`src/rtl/cif_pkg.sv`:
```
package cif_pkg;
  localparam int GROUP_W   = 13;
  localparam int NUM_IF    = 5;
  localparam int WORD_W    = 32;
  localparam int ADDR_W    = 4;
  localparam int NUM_WORDS = (NUM_IF + 1) / 2;
  localparam int RST_BIT   = 2 * GROUP_W + 1;
  localparam int PAT_STEP  = 3;

  typedef enum logic [ADDR_W-1:0] {
    A_MASK0  = 4'd0,
    A_IFCMD  = 4'd3,
    A_STAT0  = 4'd4,
    A_CLR0   = 4'd8,
    A_GCLR   = 4'd12,
    A_RSTCMD = 4'd13
  } cif_addr_e;

  // bits occupied by one interface group (half 0 = low, 1 = high)
  function automatic logic [WORD_W-1:0] group_bits(int half);
    logic [WORD_W-1:0] b;
    b = '0;
    for (int j = 0; j < GROUP_W; j++) b[half*GROUP_W+j] = 1'b1;
    return b;
  endfunction

  // standard enable pattern: every third bit of the group
  function automatic logic [WORD_W-1:0] enable_pat(int half);
    logic [WORD_W-1:0] p;
    p = '0;
    for (int j = 0; j < GROUP_W; j += PAT_STEP) p[half*GROUP_W+j] = 1'b1;
    return p;
  endfunction

  // defined bits of status/mask word w
  function automatic logic [WORD_W-1:0] valid_bits(int w);
    logic [WORD_W-1:0] v;
    v = '0;
    for (int k = 0; k < NUM_IF; k++)
      if (k / 2 == w) v = v | group_bits(k % 2);
    if (w == 0) v[RST_BIT] = 1'b1;
    return v;
  endfunction
endpackage

```
`src/rtl/cif_stat_word.sv`:
```
module cif_stat_word #(
  parameter int          W     = 32,
  parameter logic [W-1:0] VALID = '1
) (
  input  logic         clk,
  input  logic         rst_n,
  input  logic [W-1:0] evt_i,
  input  logic [W-1:0] mask_i,
  input  logic         clr_wr_i,
  input  logic [W-1:0] clr_data_i,
  input  logic [W-1:0] cfg_clr_i,
  input  logic         apply_i,
  output logic [W-1:0] stat_o
);
  logic [W-1:0] stat_q, stat_n, pend_q, pend_n, hit;
  logic         stat_en, pend_en;

  assign hit = evt_i & mask_i & VALID;

  always_comb begin
    stat_en = apply_i | (|hit);
    stat_n  = (stat_q & ~(apply_i ? pend_q : '0)) | hit;
    pend_en = apply_i | clr_wr_i | (|cfg_clr_i);
    if (apply_i) pend_n = '0;
    else         pend_n = pend_q | (clr_wr_i ? (clr_data_i & VALID) : '0) | cfg_clr_i;
  end

  always_ff @(posedge clk or negedge rst_n) begin
    if (!rst_n) begin
      stat_q <= '0;
      pend_q <= '0;
    end else begin
      if (stat_en) stat_q <= stat_n;
      if (pend_en) pend_q <= pend_n;
    end
  end

  assign stat_o = stat_q;

  AST_HOLD_WITHOUT_APPLY: assert property (@(posedge clk) disable iff (!rst_n)
    !apply_i |=> (($past(stat_q) & ~stat_q) == '0));
  AST_PEND_EMPTIED: assert property (@(posedge clk) disable iff (!rst_n)
    apply_i |=> (pend_q == '0));
  AST_EVENT_WINS: assert property (@(posedge clk) disable iff (!rst_n)
    (|hit) |=> ((stat_q & $past(hit)) == $past(hit)));
  AST_NO_UNMASKED_SET: assert property (@(posedge clk) disable iff (!rst_n)
    1'b1 |=> ((stat_q & ~$past(stat_q) & ~$past(evt_i & mask_i)) == '0));
endmodule

```
`src/rtl/cif_rst_timer.sv`:
```
module cif_rst_timer #(
  parameter int DELAY = 16
) (
  input  logic clk,
  input  logic rst_n,
  input  logic start_i,
  output logic done_o
);
  localparam int CW = $clog2(DELAY + 1);

  logic [CW-1:0] cnt_q, cnt_n;
  logic          cnt_en;

  always_comb begin
    cnt_en = start_i | (cnt_q != '0);
    if (start_i) cnt_n = CW'(DELAY);
    else         cnt_n = cnt_q - 1'b1;
  end

  always_ff @(posedge clk or negedge rst_n) begin
    if (!rst_n)      cnt_q <= '0;
    else if (cnt_en) cnt_q <= cnt_n;
  end

  assign done_o = (cnt_q == CW'(1));

  AST_DONE_SINGLE: assert property (@(posedge clk) disable iff (!rst_n)
    (done_o && !start_i) |=> !done_o);
endmodule

```
`src/rtl/cif_irq_ctrl.sv`:
```
module cif_irq_ctrl
  import cif_pkg::*;
#(
  parameter int RST_DELAY = 16
) (
  input  logic                      clk,
  input  logic                      rst_n,
  input  logic [NUM_IF*GROUP_W-1:0] evt_i,
  input  logic                      bus_wr_i,
  input  logic [ADDR_W-1:0]         bus_addr_i,
  input  logic [WORD_W-1:0]         bus_wdata_i,
  output logic [WORD_W-1:0]         bus_rdata_o,
  output logic                      irq_o
);
  logic [WORD_W-1:0]    mask_q  [NUM_WORDS];
  logic [WORD_W-1:0]    mask_n  [NUM_WORDS];
  logic [WORD_W-1:0]    stat    [NUM_WORDS];
  logic [WORD_W-1:0]    evw     [NUM_WORDS];
  logic [WORD_W-1:0]    cfg_clr [NUM_WORDS];
  logic [NUM_WORDS-1:0] clr_wr, mask_en;
  logic                 apply, rst_start, rst_done, cmd_hit, cmd_en;
  logic [2:0]           cmd_idx;

  assign cmd_idx   = bus_wdata_i[2:0];
  assign cmd_en    = bus_wdata_i[3];
  assign cmd_hit   = bus_wr_i && (bus_addr_i == A_IFCMD) && (int'(cmd_idx) < NUM_IF);
  assign apply     = bus_wr_i && (bus_addr_i == A_GCLR) && bus_wdata_i[0];
  assign rst_start = bus_wr_i && (bus_addr_i == A_RSTCMD) && bus_wdata_i[0];

  // mask next state: full-word write or per-interface command
  always_comb begin
    for (int w = 0; w < NUM_WORDS; w++) begin
      mask_n[w]  = mask_q[w];
      cfg_clr[w] = '0;
      mask_en[w] = 1'b0;
      clr_wr[w]  = bus_wr_i && (bus_addr_i == ADDR_W'(int'(A_CLR0) + w));
      if (bus_wr_i && (bus_addr_i == ADDR_W'(int'(A_MASK0) + w))) begin
        mask_n[w]  = bus_wdata_i & valid_bits(w);
        mask_en[w] = 1'b1;
      end
      if (cmd_hit && (int'(cmd_idx[2:1]) == w)) begin
        mask_n[w]  = (mask_q[w] & ~group_bits(int'(cmd_idx[0])))
                   | (cmd_en ? enable_pat(int'(cmd_idx[0])) : '0);
        cfg_clr[w] = enable_pat(int'(cmd_idx[0]));
        mask_en[w] = 1'b1;
      end
    end
  end

  always_ff @(posedge clk or negedge rst_n) begin
    if (!rst_n) begin
      for (int w = 0; w < NUM_WORDS; w++) mask_q[w] <= '0;
    end else begin
      for (int w = 0; w < NUM_WORDS; w++)
        if (mask_en[w]) mask_q[w] <= mask_n[w];
    end
  end

  // event routing into word positions
  always_comb begin
    for (int w = 0; w < NUM_WORDS; w++) evw[w] = '0;
    for (int k = 0; k < NUM_IF; k++)
      evw[k/2][(k%2)*GROUP_W +: GROUP_W] = evt_i[k*GROUP_W +: GROUP_W];
    evw[0][RST_BIT] = rst_done;
  end

  cif_rst_timer #(.DELAY(RST_DELAY)) u_rst_timer (
    .clk     (clk),
    .rst_n   (rst_n),
    .start_i (rst_start),
    .done_o  (rst_done)
  );

  for (genvar w = 0; w < NUM_WORDS; w++) begin : g_word
    cif_stat_word #(.W(WORD_W), .VALID(valid_bits(w))) u_word (
      .clk        (clk),
      .rst_n      (rst_n),
      .evt_i      (evw[w]),
      .mask_i     (mask_q[w]),
      .clr_wr_i   (clr_wr[w]),
      .clr_data_i (bus_wdata_i),
      .cfg_clr_i  (cfg_clr[w]),
      .apply_i    (apply),
      .stat_o     (stat[w])
    );
  end

  always_comb begin
    irq_o       = 1'b0;
    bus_rdata_o = '0;
    for (int w = 0; w < NUM_WORDS; w++) begin
      irq_o = irq_o | (|(stat[w] & mask_q[w]));
      if (bus_addr_i == ADDR_W'(int'(A_MASK0) + w)) bus_rdata_o = mask_q[w];
      if (bus_addr_i == ADDR_W'(int'(A_STAT0) + w)) bus_rdata_o = stat[w];
    end
  end

  AST_CMD_KEEPS_NEIGHBOUR: assert property (@(posedge clk) disable iff (!rst_n)
    (cmd_hit && !cmd_idx[0]) |=> (($past(mask_q[int'(cmd_idx[2:1])]) & group_bits(1))
                                  == (mask_q[$past(int'(cmd_idx[2:1]))] & group_bits(1))));
endmodule

```
`config.mk`:
```
export PLATFORM = sky130hd
export DESIGN_NAME = cif_irq_ctrl
export DESIGN_NICKNAME = d
export VERILOG_FILES = /design/src/rtl/cif_pkg.sv /design/src/rtl/cif_stat_word.sv /design/src/rtl/cif_rst_timer.sv /design/src/rtl/cif_irq_ctrl.sv
export SDC_FILE = /design/constraint.sdc
export NUM_CORES = 1
export LEC_CHECK = 0
export ABC_AREA = 1
export BUFFER_PORTS_ARGS = -buffer_cell sky130_fd_sc_hd__clkbuf_2
export CAP_MARGIN = 20
export CORE_ASPECT_RATIO = 0.75
export CORE_MARGIN = 2
export CORE_UTILIZATION = 55
export CTS_BUF_LIST = sky130_fd_sc_hd__clkbuf_8
export CTS_CLUSTER_SIZE = 30
export DETAILED_ROUTE_END_ITERATION = 16
export PLACE_DENSITY_LB_ADDON = 0.1
export SLEW_MARGIN = 0
export SYNTH_ARGS = -nofsm -noshare
export SYNTH_HDL_FRONTEND = slang
export SYNTH_HIERARCHICAL = 1
export SYNTH_SLANG_ARGS = --single-unit
```
`constraint.sdc`:
```
create_clock -name clk -period 3.1 [get_ports clk]
set_input_delay 0.31 -clock clk [delete_from_list [all_inputs] [get_ports clk]]
set_output_delay 0.31 -clock clk [all_outputs]
set_load 0.05 [all_outputs]
```
== Word level (Yosys, flattened, before mapping) ==
Index checks and enable logic that the tools add are counted.

* Bits in registers: 293
* Input port bits: 104
* Output and inout bits: 33
* Word-level logic and storage cells: 232

* $add $sub $neg: 13
* Multiply operators: 1
* $lt $le $gt $ge: 27
* Equal/unequal tests: 14
* Mux-type cells: 62
* Bitwise logic cells: 59
* Reductions and logical operators: 46

{| class="wikitable"
|+ Operators by type and width
! operator !! count
|-
| $mux 32 || 25
|-
| $or 32x32->32 || 25
|-
| $ge 32x1->1 const B || 13
|-
| $lt 32x7->1 const B || 13
|-
| $and 32x32->32 || 12
|-
| $reduce_or 32->1 || 6
|-
| $add 32x5->32 const B || 5
|-
| $add 32x4->32 const B || 4
|-
| $not 32->32 || 4
|-
| $demux 1 s5 || 13
|-
| $add 32x3->32 const B || 2
|-
| $add 32x2->32 const B || 1
|-
| $or 32x13->32 || 1
|-
| $or 32x26->32 || 1
|-
| $or 32x28->32 || 1
|-
| $and 28x28->28 || 1
|-
| $logic_and 1x1->1 || 28
|-
| $mux 28 || 1
|-
| $reduce_or 27->1 || 1
|-
| $and 26x26->26 || 1
|-
| $mux 26 || 1
|-
| $reduce_or 26->1 || 1
|-
| $eq 4x4->1 const B || 5
|-
| $mux 1 || 20
|-
| other kinds (18) || 37
|}

== Logic depth before layout (Yosys ltp) ==
* Word-level depth: 22
* Mapped depth: 10
* Gate-level depth less buffers: 10

== Modules after synthesis ==
Netlist, hierarchy kept.

{| class="wikitable"
|+ By module, submodules not included
! module !! times used !! cells each !! area each (um2) !! seq. area each (um2)
|-
| cif_irq_ctrl || 1 || 874 || 5539.1 || 2177.1
|-
| cif_stat_word (g_word[0].u_word) || 1 || 332 || 2720.1 || 1601.5
|-
| cif_stat_word (g_word[1].u_word) || 1 || 326 || 2691.3 || 1601.5
|-
| cif_stat_word (g_word[2].u_word) || 1 || 220 || 2319.7 || 1601.5
|-
| cif_rst_timer || 1 || 35 || 286.5 || 125.1
|}

== Worst setup path before layout ==
No wires, ideal clock.

* Path kind: input to register
* Start point: in bus_addr_i[0]
* End point: reg g_word[2].u_word.stat_q[10]
* Library setup time: 0.116 ns
* Arrival time: 1.934 ns
* Required time: 2.984 ns
* Setup slack: 1.050 ns
* Cell stages on the path: 9
* Path buffers: 3
* Path through: nor2_2 > clkbuf_1 > nand3_1 > nor3_1 > buf_4 > buf_6 > nand2_1 > nand2_1 > nand2_1

* Word-level cells in the longest chain between the ends: 7
* Elaborated cells between the ends (all ways): 8
* Classes of those cells: eq/ne (1); mux (1); bitwise (4); reduce/logical (2)

{| class="wikitable"
|+ Ends and longest elaborated chain
! element !! line !! RTL
|-
| start: declaration || cif_irq_ctrl.sv:10 || <nowiki>input logic [ADDR_W-1:0] bus_addr_i,</nowiki>
|-
| $eq 4x4->1 (*) || cif_irq_ctrl.sv:27 || <nowiki>assign apply = bus_wr_i && (bus_addr_i == A_GCLR) && bus_wdata_i[0];</nowiki>
|-
| $logic_and 1x1->1 (*) (2 in a row) || cif_irq_ctrl.sv:27 ||
|-
| named net apply || cif_irq_ctrl.sv:21 || <nowiki>logic apply, rst_start, rst_done, cmd_hit, cmd_en;</nowiki>
|-
| $mux 32 || cif_stat_word.sv:22 || <nowiki>stat_n = (stat_q & ~(apply_i ? pend_q : '0)) | hit;</nowiki>
|-
| $not 32->32 || cif_stat_word.sv:22 ||
|-
| $and 32x32->32 || cif_stat_word.sv:22 ||
|-
| $or 32x13->32 || cif_stat_word.sv:22 ||
|-
| end signal: assignment || cif_stat_word.sv:33 || <nowiki>if (stat_en) stat_q <= stat_n;</nowiki>
|-
| end: declaration || cif_stat_word.sv:15 || <nowiki>logic [W-1:0] stat_q, stat_n, pend_q, pend_n, hit;</nowiki>
|}

The timed path passes the listed nets; every way through them passes the cells marked *.
A chain may end at the register's enable or synchronous reset.

== Worst setup path in the final report ==
* Start point: in bus_addr_i[0]
* End point: out bus_rdata_o[23]

* Word-level cells in the longest chain between the ends: 7
* Elaborated cells between the ends (all ways): 12
* Classes of those cells: eq/ne (5); mux (6); reduce/logical (1)

{| class="wikitable"
|+ Ends and longest elaborated chain
! element !! line !! RTL
|-
| $logic_not 4->1 || cif_irq_ctrl.sv:93 || <nowiki>if (bus_addr_i == ADDR_W'(int'(A_MASK0) + w)) bus_rdata_o = mask_q[w];</nowiki>
|-
| $mux 32 || cif_irq_ctrl.sv:93 ||
|-
| $mux 32 || cif_irq_ctrl.sv:94 || <nowiki>if (bus_addr_i == ADDR_W'(int'(A_STAT0) + w)) bus_rdata_o = stat[w];</nowiki>
|-
| $mux 32 || cif_irq_ctrl.sv:93 ||
|-
| $mux 32 || cif_irq_ctrl.sv:94 ||
|-
| $mux 32 || cif_irq_ctrl.sv:93 ||
|-
| $mux 32 (*) || cif_irq_ctrl.sv:94 ||
|-
| end: declaration || cif_irq_ctrl.sv:12 || <nowiki>output logic [WORD_W-1:0] bus_rdata_o,</nowiki>
|}

Every way passes the cells marked *; elsewhere a longest branch is shown, timed or not.

==> results.sh <==
export IMPL_synth_edf_count=0
export IMPL_period_minus_slack_ps=2490
export IMPL_start_kind="input port"
export IMPL_ys_warn_count=6
export IMPL_final_area_um2=16300
export IMPL_ant_nets=0
export IMPL_antenna_found_initial=0
export IMPL_reg2regPathDepth=5
export IMPL_reg2reg_from="u_rst_timer/cnt_q[0]$_DFFE_PN0P_"
export IMPL_place_congestion=0.899
export IMPL_synthDistinctLibCells=35
export IMPL_seqCellArea_um2=7110
export IMPL_worst_path_stages=8
export IMPL_crit_path_end="bus_rdata_o[23]"
export IMPL_clk_pin_slew_ps=70
export IMPL_ctsResizeCount=0
export IMPL_cpMostUsedCell="clkbuf_2"
export IMPL_cp_max_fo=18
export IMPL_post_cts_buffers=0
export IMPL_period_share_pct=80.2
export IMPL_slew_viol_final=0
export IMPL_p_leak_nw=8.41
export IMPL_pre_cts_slack_ps=750
export IMPL_ys_top_cells_by_count="680 x nand2_1, 284 x dfrtp_1, 257 x inv_1"
export IMPL_wirelength_mm=38.8
export IMPL_synth_main_ff_cell="dfrtp_1"
export IMPL_rsz0062_at_grt="no"
export IMPL_coreArea_um2=24100
export IMPL_fp_dieArea_um2=25900
export IMPL_final_setup_viol_count=0
export IMPL_via_per_inst=5.08
export IMPL_drc_errors=0
export IMPL_cp_required_ps=2790
export IMPL_hold_viol=0
export IMPL_syn2layout_area_growth_pct=20.2
export IMPL_fin_nets=2172
export IMPL_skew_ps=16.8
export IMPL_h_tree_depth=2
export IMPL_row_count=49
export IMPL_cp_top_family="buffers and inverters"
export IMPL_clock_path_buffers=3
export IMPL_powerDensity_nw_per_um2=556
export IMPL_clkLatencyLatePin_ps=550
export IMPL_ys_ff_latch=284
export IMPL_ir_worst_vdd_mv=0.370
export IMPL_fillers=2103
export IMPL_io_buffers=131
export IMPL_multi_input_area_um2=5400
export IMPL_crit_path_end_kind="primary output"
export IMPL_crit_start="bus_addr_i[0]"
export IMPL_seq_area_frac_synth_pct=52.4
export IMPL_outcome="finished, final reports clean"
export IMPL_avgSynthCellArea_um2=7.59
export IMPL_rrSetupSlack_ps=1880
export IMPL_crit_path_max_incr_delay_ps=550
export IMPL_async_reset_ff_share_pct=100
export IMPL_finalSetupTns_ps=0
export IMPL_cts_tree="built"
export IMPL_syn_inst=1787
export IMPL_hold_buffers=65
export IMPL_vias=12300
export IMPL_synth_area_um2=13600
export IMPL_r2r_end="u_rst_timer/cnt_q[1]$_DFFE_PN0P_"
export IMPL_cts_buffers=46
export IMPL_cts_root_buf="clkbuf_8"
export IMPL_synth_most_common_cell="nand2_1"
export IMPL_dr_pass1_iters=5
export IMPL_clock_sinks=284
export IMPL_drive_above_1_share_pct=11.3
export IMPL_die_x_um=185
export IMPL_max_slew_margin_pct=35.0
export IMPL_wl_per_cell_um=16.0
export IMPL_grt_start_max_net_pins=88
export IMPL_initial_core_util_pct=56.3
export IMPL_synth_top_area_share_pct=52.4
export IMPL_worst_path_buf_inv=3
export IMPL_dp_hpwl_mm=26.7
export IMPL_worstMarginPinSlew_ps=974
export IMPL_fmax_mhz=402
export IMPL_min_path_type="input port to flip-flop"
export IMPL_final_util_pct=67.6
export IMPL_drt_iter0_drc=1347
export IMPL_crit_slowest_cell="o21ai_0"
export IMPL_die_h_um=140
export IMPL_setup_slack_ps=615
export IMPL_io_pins=137
export IMPL_crit_chain="clkbuf_2 -> nor2_2 -> buf_4 -> nand2_4 -> o21ai_0 -> nor2_1 -> nand4_1 -> clkbuf_2"
export IMPL_grt_pass1_vias=11400
export IMPL_gr_total_overflow=0
export IMPL_grt_util_all_layers_pct=30.6
export IMPL_n_antenna_cell=0
export IMPL_max_cap_violations=0
export IMPL_yosys_top_cells_area="dfrtp_1 52%, nand2_1 19%, inv_1 7.1%, nand3_1 4.7%, nor2_1 4.3%"
export IMPL_path_class="input port to primary output"
export IMPL_grt_pass1_wl_mm=61.1
export IMPL_dpl_cell_area_um2=14800
export IMPL_worstPathArrival_ps=2180
export IMPL_synth_top_area_cell="dfrtp_1"
-- state kept, by name, summed over array words and instances (netlist names) --
register / flops
g_word.u_word/pend_q: 96
u_rst_timer/cnt_q: 5
g_word.u_word/stat_o: 96
mask_q: 87
-- how the worst min path moves through the flow --
stage	depth (start not counted)	startpoint	slack, ps	endpoint
3_5_place_dp	1	rst_n	390	g_word[0].u_word/pend_q[5]$_DFFE_PN0P_
4_1_cts	3	evt_i[36]	0.4	g_word[1].u_word/stat_o[10]$_DFFE_PN0P_
6_report	3	evt_i[36]	30	g_word[1].u_word/stat_o[10]$_DFFE_PN0P_
3_3_place_gp	1	rst_n	380	g_word[0].u_word/pend_q[5]$_DFFE_PN0P_
2_1_floorplan	0	rst_n	10	g_word[0].u_word/pend_q[0]$_DFFE_PN0P_
5_1_grt	3	evt_i[36]	10	g_word[1].u_word/stat_o[10]$_DFFE_PN0P_
-- power by group --
group | internal (mW) | switching [mW] | total (mW)
logic | 0.526 | 0.996 | 1.52
clock network | 1.59 | 1.49 | 3.08
registers | 4.12 | 0.332 | 4.45
-- cell usage in the layout (no fill, tap or decap), types with 3 or more instances in the layout --
master         count
nor2_2             5
inv_1            273
nand2_1          680
clkinv_2           4
dlygate4sd3_1     65
a21boi_0          11
nand4_1           33
inv_2              3
nor2_1           153
o21ai_1           50
conb_1            71
nand3b_1           3
a21oi_1           14
o21ai_0           61
clkbuf_8          55
nor3_2             3
buf_12             5
and3_1             3
a21boi_1          19
clkbuf_2         130
nand2_2            3
nand3_1          126
nand2_4            3
o22ai_1            4
buf_4             16
dfrtp_1          284
-- per-stage QoR --
stage               hold slack (ps)  std cells  power [mW]
detailed placement              392       2284        5.94
floorplan                      14.4       1857        5.39
global placement                381       2284        5.88
CTS                           0.387       2425        9.09
global route                   12.1       2425        9.51
finish                         28.7       2425        9.05
-- worst min-delay path, stage by stage --
cell      delay, ps
clkbuf_2        120
nand2_1          60
nand2_1          50
-- cells by family (layout without fill, tap and decap cells) --
family                     Yosys count  in the layout  synth area share, %
AOI/OAI and AO/OA                  161            161                 6.57
xor gates and xnor gates             1              1               0.0646
adders and majority gates            2              2                0.185
buffers and inverters              319            556                 9.84
DFF                                284            284                 52.4
other                                1             71               0.0277
and+or+nand+nor                   1019           1019                 30.9
-- metal layers --
layer | up-vias | track usage (%) | share of wire, %
li1 | 5969 | - | -
met1 | 5806 | 48.3 | 47
met2 | 494 | 42.9 | 41
met3 | 59 | 6.06 | 10
met4 | 0 | 8.10 | 2.0
met5 | - | 0 | 0
-- layout make-up --
cell class / instances / share of cell area [%]
Inverter: 263 / 6.10
Clock inverter: 21 / 0.537
Clock buffer: 55 / 4.65
Sequential cell: 284 / 43.6
Multi-Input combinational cell: 1254 / 33.1
Timing Repair Buffer: 217 / 9.43
Tap cell: 331 / 2.54
No activity file was read; power rests on OpenSTA's default activity.
